<file path="src/rtl/svt_pkg.sv">
package svt_pkg;
   typedef enum logic [2:0] {
      OP_SRET     = 3'd0,
      OP_WFI      = 3'd1,
      OP_SFENCE   = 3'd2,
      OP_ROOT_RD  = 3'd3,
      OP_ROOT_WR  = 3'd4,
      OP_STAT_WR  = 3'd5
   } svt_op_e;

   localparam logic [1:0] PRIV_U = 2'b00;
   localparam logic [1:0] PRIV_S = 2'b01;
   localparam logic [1:0] PRIV_M = 2'b11;

   localparam int VMTRAP_POS  = 20;
   localparam int WAITRAP_POS = 21;
   localparam int RETTRAP_POS = 22;
endpackage

</file>
<file path="src/rtl/svt_trap_bits.sv">
module svt_trap_bits (
   input  logic       clk,
   input  logic       rst_n,
   input  logic       wr_en,
   input  logic [2:0] wbits,
   output logic       vm_trap,
   output logic       wait_trap,
   output logic       ret_trap
);
   always_ff @(posedge clk) begin
      if (!rst_n) begin
         vm_trap   <= 1'b0;
         wait_trap <= 1'b0;
         ret_trap  <= 1'b0;
      end else if (wr_en) begin
         vm_trap   <= wbits[0];
         wait_trap <= wbits[1];
         ret_trap  <= wbits[2];
      end
   end
endmodule

</file>
<file path="src/rtl/svt_root_reg.sv">
module svt_root_reg #(
   parameter int XLEN       = 64,
   parameter bit HAS_MMU    = 1'b1,
   parameter bit ALLOW_SV48 = 1'b1
) (
   input  logic            clk,
   input  logic            rst_n,
   input  logic            commit,
   input  logic [XLEN-1:0] wdata,
   output logic [XLEN-1:0] root_q,
   output logic            acceptable
);
   localparam int MODE_W = (XLEN == 64) ? 4 : 1;
   localparam int ASID_W = (XLEN == 64) ? 16 : 9;
   localparam int PPN_W  = XLEN - MODE_W - ASID_W;

   if (XLEN != 32 && XLEN != 64) begin : g_bad_xlen
      $error("svt_root_reg: XLEN must be 32 or 64");
   end

   if (HAS_MMU) begin : g_mmu
      logic [MODE_W-1:0] new_mode, cur_mode;
      logic [ASID_W-1:0] new_asid, cur_asid;
      logic [PPN_W-1:0]  new_ppn,  cur_ppn;
      logic              mode_ok;
      logic              differs;

      assign new_mode = wdata[XLEN-1 -: MODE_W];
      assign cur_mode = root_q[XLEN-1 -: MODE_W];
      assign new_asid = wdata[XLEN-1-MODE_W -: ASID_W];
      assign cur_asid = root_q[XLEN-1-MODE_W -: ASID_W];
      assign new_ppn  = wdata[PPN_W-1:0];
      assign cur_ppn  = root_q[PPN_W-1:0];

      if (XLEN == 64) begin : g_mode64
         always_comb begin
            mode_ok = (new_mode == 4'd0) || (new_mode == 4'd8) ||
                      (ALLOW_SV48 && (new_mode == 4'd9));
         end
      end else begin : g_mode32
         assign mode_ok = 1'b1;
      end

      assign differs    = (new_mode != cur_mode) || (new_asid != cur_asid) ||
                          (new_ppn != cur_ppn);
      assign acceptable = mode_ok && differs;

      always_ff @(posedge clk) begin
         if (!rst_n)      root_q <= '0;
         else if (commit) root_q <= wdata;
      end
   end else begin : g_nommu
      assign root_q     = '0;
      assign acceptable = 1'b0;
   end
endmodule

</file>
<file path="src/rtl/svt_gate.sv">
module svt_gate
   import svt_pkg::*;
#(
   parameter bit HAS_MMU = 1'b1
) (
   input  logic       op_valid,
   input  logic [2:0] op_kind,
   input  logic [1:0] priv_mode,
   input  logic       spec_new,
   input  logic       vm_trap,
   input  logic       wait_trap,
   input  logic       ret_trap,
   input  logic       root_acceptable,
   output logic       ill,
   output logic       flush,
   output logic       halt,
   output logic       rd_grant,
   output logic       root_commit,
   output logic       stat_wr
);
   logic in_super;
   logic vm_block;

   assign in_super = (priv_mode == PRIV_S);
   assign vm_block = spec_new && in_super && vm_trap;

   always_comb begin
      ill         = 1'b0;
      flush       = 1'b0;
      halt        = 1'b0;
      rd_grant    = 1'b0;
      root_commit = 1'b0;
      stat_wr     = 1'b0;
      if (op_valid) begin
         case (op_kind)
            OP_SRET: ill = spec_new && ret_trap;
            OP_WFI: begin
               ill  = spec_new && in_super && wait_trap;
               halt = !(spec_new && in_super && wait_trap);
            end
            OP_SFENCE: begin
               ill   = vm_block;
               flush = !vm_block;
            end
            OP_ROOT_RD: begin
               ill      = HAS_MMU && vm_block;
               rd_grant = HAS_MMU && !vm_block;
            end
            OP_ROOT_WR: begin
               if (root_acceptable) begin
                  ill         = vm_block;
                  flush       = !vm_block;
                  root_commit = !vm_block;
               end
            end
            OP_STAT_WR: stat_wr = 1'b1;
            default: ;
         endcase
      end
   end
endmodule

</file>
<file path="src/rtl/svt_trap_unit.sv">
module svt_trap_unit
   import svt_pkg::*;
#(
   parameter int XLEN       = 64,
   parameter bit HAS_MMU    = 1'b1,
   parameter bit ALLOW_SV48 = 1'b1
) (
   input  logic            clk,
   input  logic            rst_n,
   input  logic [1:0]      priv_mode,
   input  logic            spec_new,
   input  logic            op_valid,
   input  logic [2:0]      op_kind,
   input  logic [XLEN-1:0] op_wdata,
   output logic            illegal_pulse,
   output logic            flush_pulse,
   output logic            halt_pulse,
   output logic [XLEN-1:0] satp_rdata
);
   logic            vm_trap, wait_trap, ret_trap;
   logic [XLEN-1:0] root_q;
   logic            root_acceptable;
   logic            ill_d, flush_d, halt_d, rd_grant, root_commit, stat_wr;

   svt_trap_bits u_bits (
      .clk      (clk),
      .rst_n    (rst_n),
      .wr_en    (stat_wr),
      .wbits    ({op_wdata[RETTRAP_POS], op_wdata[WAITRAP_POS], op_wdata[VMTRAP_POS]}),
      .vm_trap  (vm_trap),
      .wait_trap(wait_trap),
      .ret_trap (ret_trap)
   );

   svt_root_reg #(
      .XLEN      (XLEN),
      .HAS_MMU   (HAS_MMU),
      .ALLOW_SV48(ALLOW_SV48)
   ) u_root (
      .clk       (clk),
      .rst_n     (rst_n),
      .commit    (root_commit),
      .wdata     (op_wdata),
      .root_q    (root_q),
      .acceptable(root_acceptable)
   );

   svt_gate #(.HAS_MMU(HAS_MMU)) u_gate (
      .op_valid       (op_valid),
      .op_kind        (op_kind),
      .priv_mode      (priv_mode),
      .spec_new       (spec_new),
      .vm_trap        (vm_trap),
      .wait_trap      (wait_trap),
      .ret_trap       (ret_trap),
      .root_acceptable(root_acceptable),
      .ill            (ill_d),
      .flush          (flush_d),
      .halt           (halt_d),
      .rd_grant       (rd_grant),
      .root_commit    (root_commit),
      .stat_wr        (stat_wr)
   );

   always_ff @(posedge clk) begin
      if (!rst_n) begin
         illegal_pulse <= 1'b0;
         flush_pulse   <= 1'b0;
         halt_pulse    <= 1'b0;
         satp_rdata    <= '0;
      end else begin
         illegal_pulse <= ill_d;
         flush_pulse   <= flush_d;
         halt_pulse    <= halt_d;
         if (op_valid) satp_rdata <= rd_grant ? root_q : '0;
      end
   end
endmodule

</file>
<file path="config.mk">
export PLATFORM = sky130hd
export DESIGN_NAME = svt_trap_unit
export DESIGN_NICKNAME = d
export VERILOG_FILES = /design/src/rtl/svt_pkg.sv /design/src/rtl/svt_trap_bits.sv /design/src/rtl/svt_root_reg.sv /design/src/rtl/svt_gate.sv /design/src/rtl/svt_trap_unit.sv
export SDC_FILE = /design/constraint.sdc
export NUM_CORES = 1
export LEC_CHECK = 0
export ABC_AREA = 1
export ABC_CLOCK_PERIOD_IN_PS = 2310
export BUFFER_PORTS_ARGS = -buffer_cell sky130_fd_sc_hd__buf_2
export CAP_MARGIN = 20
export CELL_PAD_IN_SITES_DETAIL_PLACEMENT = 1
export CELL_PAD_IN_SITES_GLOBAL_PLACEMENT = 1
export CORE_UTILIZATION = 25
export CTS_CLUSTER_SIZE = 8
export DETAILED_ROUTE_END_ITERATION = 8
export GPL_ROUTABILITY_DRIVEN = 0
export PLACE_DENSITY = 0.56
export SYNTH_ARGS = -nofsm -noshare
export SYNTH_HDL_FRONTEND = slang
export SYNTH_HIERARCHICAL = 1
export SYNTH_SLANG_ARGS = --single-unit
</file>
<file path="constraint.sdc">
create_clock -name clk -period 2.31 [get_ports clk]
set_input_delay 0.462 -clock clk [delete_from_list [all_inputs] [get_ports clk]]
set_output_delay 0.462 -clock clk [all_outputs]
set_load 0.02 [all_outputs]
</file>
### Yosys cells after proc, flatten, opt, wreduce, memory -nomap -nowiden

Index checks and enable logic that the tools add are counted.

* equality and inequality tests: 11
* muxes and demuxes: 11
* reductions and logical operators: 16

Operators by type and width (number)
* $mux 64: 1
* $ne 44x44->1: 1
* $ne 16x16->1: 1
* $eq 4x4->1 const B: 2
* $mux 1: 8
* $eq 3x2->1 const B: 2
* $eq 3x3->1 const B: 2
* $logic_and 1x1->1: 5
* $logic_not 4->1: 1
* $logic_or 1x1->1: 4
* $ne 4x4->1: 1
* $pmux 1 s4: 1
* $eq 3x1->1 const B: 1
* $logic_not 3->1: 1
* $reduce_and 3->1: 1
* $eq 2x1->1 const B: 1
* $logic_not 1->1: 2
* $pmux 1 s2: 1
* $reduce_and 2->1: 1
* $reduce_or 2->1: 1

* bits in registers: 134
* bits of input ports: 73
* output and inout port bits: 67
* logic and storage cells: 46

### Logic depth before layout (Yosys ltp)

Gate-level depths: netlist of run 1.

* word-level depth: 7
* depth in mapped cells: 18

### Modules after synthesis

The synthesis of run 1 kept the hierarchy.

By module, submodules not included
* svt_root_reg: times used 1, cells each 541, area each 3335.7 sq um
* svt_trap_unit: times used 1, cells each 293, area each 3163.0 sq um
* svt_gate: times used 1, cells each 25, area each 125.1 sq um
* svt_trap_bits: times used 1, cells each 18, area each 116.4 sq um

### Least setup slack after synthesis of run 1

OpenSTA, ideal clock, no wires.

* path type: input to register
* from: in op_wdata[25]
* to: reg u_root.root_q[37]
* arrival: 1.825 ns
* setup slack: 0.369 ns
* stages: 18
* path through: nand2_1 -> inv_1 -> nor2_1 -> nor2_1 -> nand2_1 -> nor2_2 -> nand2_1 -> nor2_1 -> a21oi_1 -> nand2_1 -> inv_1 -> nand2_2 -> nor2_1 -> buf_4 -> inv_2 -> buf_6 -> nor2_1 -> nor2_1

* cells in the longest elaborated chain, start to end: 6

Ends and longest elaborated chain
* start: declaration: RTL line svt_trap_unit.sv:14 `input logic [XLEN-1:0] op_wdata,`
* $ne 44x44->1: RTL line svt_root_reg.sv:45 `(new_ppn != cur_ppn);`
* $logic_or 1x1->1: RTL line svt_root_reg.sv:44 `assign differs = (new_mode != cur_mode) || (new_asid != cur_asid) ||`
* $logic_and 1x1->1: RTL line svt_root_reg.sv:46 `assign acceptable = mode_ok && differs;`
* via root_acceptable: RTL line svt_trap_unit.sv:22 `logic root_acceptable;`
* $mux 1: RTL line svt_gate.sv:50 `if (root_acceptable) begin`
* $mux 1: RTL line svt_gate.sv:35 `case (op_kind)`
* $mux 1: RTL line svt_gate.sv:34 `if (op_valid) begin`
* via root_commit: RTL line svt_trap_unit.sv:23 `logic ill_d, flush_d, halt_d, rd_grant, root_commit, stat_wr;`
* end signal: assignment: RTL line svt_root_reg.sv:50 `else if (commit) root_q <= wdata;`
* end: declaration: RTL line svt_root_reg.sv:10 `output logic [XLEN-1:0] root_q,`

The timed path passes the listed nets, and every way through them passes these cells.
A chain may end at the register's enable or synchronous reset.

### Worst setup path in the final report of run 1

* from: reg u_root.root_q[5]
* to: reg u_root.root_q[24]

* cells in the longest elaborated chain, start to end: 6

Ends and longest elaborated chain (RTL line)
* $ne 44x44->1: svt_root_reg.sv:45
* $logic_or 1x1->1: svt_root_reg.sv:44
* $logic_and 1x1->1: svt_root_reg.sv:46
* via root_acceptable: svt_trap_unit.sv:22
* $mux 1: svt_gate.sv:50
* $mux 1: svt_gate.sv:35
* $mux 1: svt_gate.sv:34
* via root_commit: svt_trap_unit.sv:23

The timed path passes the listed nets, and every way through them passes these cells.

==> results.sh, run 1 <==
export IMPL_status="finished, violations left"
export IMPL_violations="design-rule violations"
export IMPL_totalWireLength_mm=20.6
export IMPL_synth_cells=877
export IMPL_diodes=0
export IMPL_cts_root_buf="clkbuf_16"
export IMPL_critPathMaxStageDelay_ns=0.40
export IMPL_vias=5877
export IMPL_hold_ws_ns=0.298
export IMPL_p_sw_frac=0.249
export IMPL_crit_family="simple AND/OR/NAND/NOR gates"
export IMPL_ys_ff_latch=134
export IMPL_drv_cap=0
export IMPL_dieArea_um2=27600
export IMPL_yosys_warnings=6
export IMPL_worst_pin_slew_ns=0.710
export IMPL_max_freq_mhz=476
export IMPL_drive_above_1_share=0.332
export IMPL_initial_core_util=0.256
export IMPL_regArea_um2=2700
export IMPL_crit_chain="nand2_1, inv_1, nor2_1, nor2_1, nand2_1, nor2_2, nand2_1, nor2_2, a21oi_2, nand2_1, inv_1, nand2_2, nor2_4, buf_12, clkbuf_16, o21ai_0, nor2_1"
export IMPL_cts_tree="built"
export IMPL_ant_nets=0
export IMPL_syn_area_um2=6740
export IMPL_place_hpwl_mm=13.8
export IMPL_synth_edf_count=0
export IMPL_grtUsageTotal=0.152
export IMPL_fin_crit_sh=0.910
export IMPL_dieHeight_um=166
export IMPL_path_max_fanout=17
export IMPL_pwr_share_comb=0.070
export IMPL_slew_headroom=0.527
export IMPL_synth_async_sr_flop_share=0
export IMPL_fillers=3246
export IMPL_first_iter_violations=253
export IMPL_drv_slew=0
export IMPL_crit_buf_inv=4
export IMPL_power_density_nw_per_um2=666
export IMPL_cp_end_kind="flip-flop"
export IMPL_synth_cell_types=27
export IMPL_synth_nets=950
export IMPL_drc_errors=10
export IMPL_internal_power_mw=4.13
export IMPL_start_kind="flip-flop"
export IMPL_arrival_ns=2.41
export IMPL_final_core_util=0.314
export IMPL_ir_worst_vdd_mv=0.363
export IMPL_coreArea_um2=26300
export IMPL_vias_per_cell=4.33
export IMPL_clockBufferDepth=2
export IMPL_cts_clk_slew_worst_paths_ns=0.06
export IMPL_fin_crit_ns=2.10
export IMPL_num_rows=59
export IMPL_antenna_found_initial=3
export IMPL_overflow=0
export IMPL_crit_type="reg -> reg"
export IMPL_p_leak_nw=3.59
export IMPL_area_growth_pct=22.5
export IMPL_insertion_delay_ns=0.41
export IMPL_setup_violations=0
export IMPL_cts_inserted_buffers=17
export IMPL_grt_pass1_vias=5948
export IMPL_routedWlPerCell_um=15.2
export IMPL_power_frac_seq=0.426
export IMPL_numClockSinks=134
export IMPL_power_switching_mw=1.37
export IMPL_portBuffers=139
export IMPL_synth_main_ff_cell="dfxtp_1"
export IMPL_p_clk_frac=0.504
export IMPL_cp_required_ns=2.62
export IMPL_layout_nets=1082
export IMPL_multiInputGateArea_um2=3250
export IMPL_die_width_um=166
export IMPL_grt_max_degree=71
export IMPL_grt_first_pass_wirelength_mm=32.9
export IMPL_hold_path_class="in -> reg"
export IMPL_hold_viol=0
export IMPL_ios=140
export IMPL_fin_skew_ns=0.0104
export IMPL_critPathSlowestCell="dfxtp_1"
export IMPL_syn_area_per_cell_um2=7.69
export IMPL_cts_htree_levels=4
export IMPL_seq_area_frac_synth=0.398
export IMPL_cpMostUsedCell="nand2_1"
export IMPL_drt_first_pass_iters=6
sequential cells by signal, summed over array words and instances, names as in the netlist:
signal / count
flush_pulse: 1
halt_pulse: 1
illegal_pulse: 1
satp_rdata: 64
u_bits/ret_trap: 1
u_bits/vm_trap: 1
u_bits/wait_trap: 1
u_root/root_q: 64
layer usage:
metal | vias to the layer above | wire length, um | part of all wire | GRT usage
li1 | 3019 | - | - | -
met1 | 2740 | 10100 | 0.49 | 0.202
met2 | 96 | 9400 | 0.46 | 0.247
met3 | 18 | 865 | 0.042 | 0.0338
met4 | 4 | 206 | 0.010 | 0.0427
met5 | - | 22 | 0.0011 | 0
logic make-up (layout without fill, tap and decap cells):
family	count (synthesis)	in the layout	synth area share
buffers and inverters	135	280	0.124
DFF	134	134	0.398
and+or+nand+nor	426	426	0.298
xor gates and xnor gates	19	19	0.0247
AOI/OAI and AO/OA	163	163	0.155
cell usage after synthesis (5+ instances only):
| library cell | count | share of area |
|---|---|---|
| a21oi_1 | 35 | 0.026 |
| dfxtp_1 | 134 | 0.40 |
| clkbuf_8 | 16 | 0.033 |
| o21ai_1 | 8 | 0.0059 |
| o21ai_0 | 58 | 0.043 |
| nand3_2 | 60 | 0.089 |
| xor2_1 | 19 | 0.025 |
| buf_6 | 5 | 0.0084 |
| a21oi_2 | 61 | 0.079 |
| buf_4 | 5 | 0.0056 |
| nor2_1 | 151 | 0.084 |
| clkbuf_1 | 8 | 0.0045 |
| inv_1 | 86 | 0.048 |
| buf_12 | 6 | 0.018 |
| nand2_1 | 201 | 0.11 |
cell usage in the layout (no fill, tap or decap), drive strengths merged, types with 7 or more instances in the layout:
| master | synthesis | final |
|---|---|---|
| nand2 | 202 | 202 |
| buf | 21 | 158 |
| nor2 | 154 | 154 |
| dfxtp | 134 | 134 |
| a21oi | 96 | 96 |
| inv | 89 | 90 |
| o21ai | 66 | 66 |
| nand3 | 64 | 64 |
| clkbuf | 25 | 21 |
| xor2 | 19 | 19 |
| clkinv | 0 | 7 |
final timing paths:
| check | from | to | slack (ns) | cells after the start |
|---|---|---|---|---|
| worst min-delay path | op_wdata[56] | u_root/root_q[56] | 0.30 | 3 |
| worst min register to register | satp_rdata[1] | satp_rdata[1] | 0.46 | 2 |
| worst max register to register | u_root/root_q[5] | u_root/root_q[24] | 0.21 | 17 |
| worst max-delay path | u_root/root_q[5] | u_root/root_q[24] | 0.21 | 17 |
worst min-delay path, cell delays in order:
cell    delay, ns
buf_2        0.09
nor2_1       0.04
nor2_1       0.08
power by group through the flow:
stage          logic, mW  registers, mW  clock network, mW
5_1_grt            0.436           2.34               2.98
4_1_cts            0.395           2.34               2.87
2_1_floorplan      0.257           2.39                  0
6_report           0.387           2.34               2.77
3_3_place_gp       0.392           2.39                  0
3_5_place_dp       0.394           2.39                  0
repair_timing:
action,4_1_cts,5_1_grt
hold buffers,0,0
setup buffers,0,1
gates resized for setup,0,21
endpoints found under the setup margin,0,50
layout make-up:
class,count,share of cell area
clock inverters,12,0.0153
clock buffers,20,0.0565
flip-flops and latches,134,0.327
repair buffers,159,0.116
inverters,89,0.0408
multi-input cells,608,0.394
well taps,335,0.0508
per-stage QoR:
stage / area (um2) / power (mW) / setup TNS (ns) / setup slack [ns] / instances
global placement: 7580 / 2.78 / -0.757 / -0.0553 / 1323
global route: 8260 / 5.76 / -0.0346 / -0.0218 / 1357
finish: 8260 / 5.50 / 0 / 0.209 / 1357
floorplan: 6740 / 2.65 / 0 / 0.369 / 877
detailed placement: 7580 / 2.79 / -1.97 / -0.134 / 1323
CTS: 8170 / 5.61 / 0 / 0.0635 / 1355
No activity file was read; power rests on OpenSTA's default activity.
==> run 2: changes to the inputs <==
--- a/config.mk
+++ b/config.mk
@@ -5,17 +5,18 @@
 export SDC_FILE = /design/constraint.sdc
 export NUM_CORES = 1
 export LEC_CHECK = 0
-export ABC_AREA = 1
+export ABC_AREA = 0
 export ABC_CLOCK_PERIOD_IN_PS = 2310
 export BUFFER_PORTS_ARGS = -buffer_cell sky130_fd_sc_hd__buf_2
 export CAP_MARGIN = 20
 export CELL_PAD_IN_SITES_DETAIL_PLACEMENT = 1
 export CELL_PAD_IN_SITES_GLOBAL_PLACEMENT = 1
 export CORE_UTILIZATION = 25
+export CTS_BUF_LIST = sky130_fd_sc_hd__clkbuf_4 sky130_fd_sc_hd__clkbuf_8
 export CTS_CLUSTER_SIZE = 8
 export DETAILED_ROUTE_END_ITERATION = 8
 export GPL_ROUTABILITY_DRIVEN = 0
-export PLACE_DENSITY = 0.56
+export PLACE_DENSITY = 0.55
 export SYNTH_ARGS = -nofsm -noshare
 export SYNTH_HDL_FRONTEND = slang
 export SYNTH_HIERARCHICAL = 1
==> run 2 against run 1 <==
Against the previous run: die area down 12%; the run ends with negative setup slack left; final area up 2.3%; sequential share of layout area down 0.81 points.
==> results.sh, run 2 <==
export IMPL_status="finished, violations left"
export IMPL_violations="negative setup slack"
export IMPL_synth_edf_count=0
export IMPL_overflow=0
export IMPL_power_density_nw_per_um2=588
export IMPL_path_max_fanout=8
export IMPL_synth_cells=611
export IMPL_coreArea_um2=22900
export IMPL_synth_commonest_cells="134 x dfxtp_1, 67 x mux2i_1, 67 x nor2b_1, 66 x nand2_1"
export IMPL_power_frac_seq=0.467
export IMPL_drv_slew=0
export IMPL_ir_worst_vdd_mv=0.319
export IMPL_critPathSlowestCell="nor4_4"
export IMPL_cts_inserted_buffers=17
export IMPL_synth_async_sr_flop_share=0
export IMPL_portBuffers=139
export IMPL_yosysMostFrequentCell="dfxtp_1"
export IMPL_drive_above_1_share=0.364
export IMPL_ant_nets=0
export IMPL_final_common_cell="buf_2"
export IMPL_grt_util_met3=0.0397
export IMPL_syn_area_um2=5920
export IMPL_first_iter_violations=181
export IMPL_max_freq_mhz=409
export IMPL_grt_first_pass_wirelength_mm=30.9
export IMPL_yosys_top_cells_area="dfxtp_1 45%, mux2i_1 11%, xor2_1 9.5%"
export IMPL_drc_errors=0
export IMPL_reg_largest_list="satp_rdata x64, u_root/root_q x64"
export IMPL_drt_first_pass_iters=4
export IMPL_grt_busiest_layer="met2"
export IMPL_setup_violations=65
export IMPL_insertion_delay_ns=0.46
export IMPL_rr_startpoint="u_root/root_q[46]"
export IMPL_total_power_mw=4.97
export IMPL_numClockSinks=134
export IMPL_yosysTopAreaCellShare=0.453
export IMPL_cp_required_ns=2.70
export IMPL_grt_met2_usage=0.296
export IMPL_worst_pin_slew_ns=0.392
export IMPL_ys_ff_latch=134
export IMPL_critPathMaxStageDelay_ns=0.40
export IMPL_cts_htree_levels=4
export IMPL_seq_area_frac_synth=0.453
export IMPL_synth_cell_types=28
export IMPL_dp_cells=1123
export IMPL_area_growth_pct=42.8
export IMPL_layout_nets=907
export IMPL_hold_viol=0
export IMPL_hp_start="op_wdata[36]"
export IMPL_grt_pass1_vias=5494
export IMPL_synth_main_ff_cell="dfxtp_1"
export IMPL_num_rows=55
export IMPL_start_kind="flip-flop"
export IMPL_routedWlPerCell_um=17.4
export IMPL_syn_area_per_cell_um2=9.69
export IMPL_hold_ws_ns=0.290
export IMPL_initial_core_util=0.258
export IMPL_fin_crit_sh=1.06
export IMPL_clockBufferDepth=2
export IMPL_cts_root_buf="clkbuf_8"
export IMPL_cts_clk_slew_worst_paths_ns=0.08
export IMPL_p_leak_nw=3.40
export IMPL_cts_tree="built"
export IMPL_p_sw_frac=0.244
export IMPL_grt_max_degree=52
export IMPL_drv_cap=0
export IMPL_synth_top_cell_by_area="dfxtp_1"
export IMPL_final_core_util=0.369
export IMPL_power_switching_mw=1.21
export IMPL_die_width_um=156
export IMPL_dieArea_um2=24300
export IMPL_ios=140
export IMPL_rsz0062_at_grt="yes"
export IMPL_r2r_slack_ns=-0.13
export IMPL_vias_per_cell=4.43
export IMPL_crit_family="simple AND/OR/NAND/NOR gates"
export IMPL_final_cells=1161
export IMPL_pwr_share_comb=0.081
export IMPL_final_cell_mix="138 x buf_2, 129 x dfxtp_1, 94 x buf_4, 67 x nor2b_1, 66 x nand2_1"
export IMPL_crit_buf_inv=3
export IMPL_hold_path_class="in -> reg"
export IMPL_crit_type="reg -> reg"
export IMPL_slew_headroom=0.738
export IMPL_cp_end_kind="flip-flop"
export IMPL_critical_path_startpoint="u_root/root_q[46]"
export IMPL_fillers=2655
export IMPL_p_clk_frac=0.451
export IMPL_crit_chain="xor2_2, nor4_2, buf_4, nand4_1, nor4_4, a2111oi_4, nand4bb_4, nor2_4, buf_12, buf_16, mux2i_4, nor2b_1"
export IMPL_antenna_found_initial=1
export IMPL_arrival_ns=2.84
export IMPL_fin_crit_ns=2.44
export IMPL_place_hpwl_mm=14.8
export IMPL_setup_slack_ns=-0.134
export IMPL_grtUsageTotal=0.170
export IMPL_multiInputGateArea_um2=3210
export IMPL_grtUsageMet1=0.203
export IMPL_dieHeight_um=156
export IMPL_synth_nets=684
export IMPL_regArea_um2=2690
export IMPL_yosys_warnings=6
export IMPL_totalWireLength_mm=20.2
export IMPL_internal_power_mw=3.75
export IMPL_vias=5144
export IMPL_fin_skew_ns=0.0136
## run 2: per-layer routing
metal  up-vias  wire length, um
li1       2513                -
met1      2508             8890
met5         -                0
met3        17              735
met4         0              309
met2       106            10200
## run 2: worst min-delay path, stage by stage
cell,delay (ns)
buf_2,0.10
mux2i_1,0.06
nor2b_1,0.09
## run 2: cell type report
type | count | area share
antenna | 1 | 0.000296
clock buffer | 20 | 0.0326
clock inverter | 12 | 0.0207
inverter | 2 | 0.000888
multi-input combinational | 433 | 0.380
sequential | 134 | 0.318
tap | 313 | 0.0463
timing repair buffer | 246 | 0.201
## run 2: power groups by stage
| stage | Clock [mW] | Combinational, mW | Sequential (mW) |
|---|---|---|---|
| after floorplan | 0 | 0.173 | 2.38 |
| after global placement | 0 | 0.377 | 2.38 |
| after detailed placement | 0 | 0.383 | 2.38 |
| after CTS | 2.33 | 0.405 | 2.32 |
| after global routing | 2.43 | 0.433 | 2.32 |
| final | 2.24 | 0.404 | 2.32 |
## run 2: worst paths after layout
| path | depth (start not counted) | to |
|---|---|---|
| hold reg to reg | 2 | satp_rdata[56] |
| setup reg to reg | 12 | u_root/root_q[26] |
| setup / recovery | 12 | u_root/root_q[26] |
| hold / removal | 3 | u_root/root_q[36] |
## run 2: cell families after synthesis
| logic type | count (synthesis) | synth area share |
|---|---|---|
| xor gates and xnor gates | 64 | 0.0947 |
| and+or+nand+nor | 233 | 0.235 |
| DFF | 134 | 0.453 |
| buffers and inverters | 44 | 0.0438 |
| AOI/OAI and AO/OA | 69 | 0.0603 |
| muxes | 67 | 0.113 |
## run 2: repair_timing
| action | CTS | global route |
|---|---|---|
| pin swaps | 9 | 7 |
| cloned | 3 | 2 |
| setup buffers | 5 | 0 |
| hold buffers | 0 | 0 |
| endpoints found under the setup margin | 66 | 65 |
| endpoints found under the hold margin | 0 | 0 |
| gates resized for setup | 33 | 14 |
## run 2: metrics by stage
step / TNS, ns / instance area, um2 / setup slack [ns]
final: -5.52 / 8450 / -0.134
after global placement: -49.76 / 7600 / -0.846
after floorplan: 0 / 5920 / 0.0599
after CTS: -7.55 / 8350 / -0.203
after detailed placement: -54.02 / 7600 / -0.898
after global routing: -13.08 / 8450 / -0.247
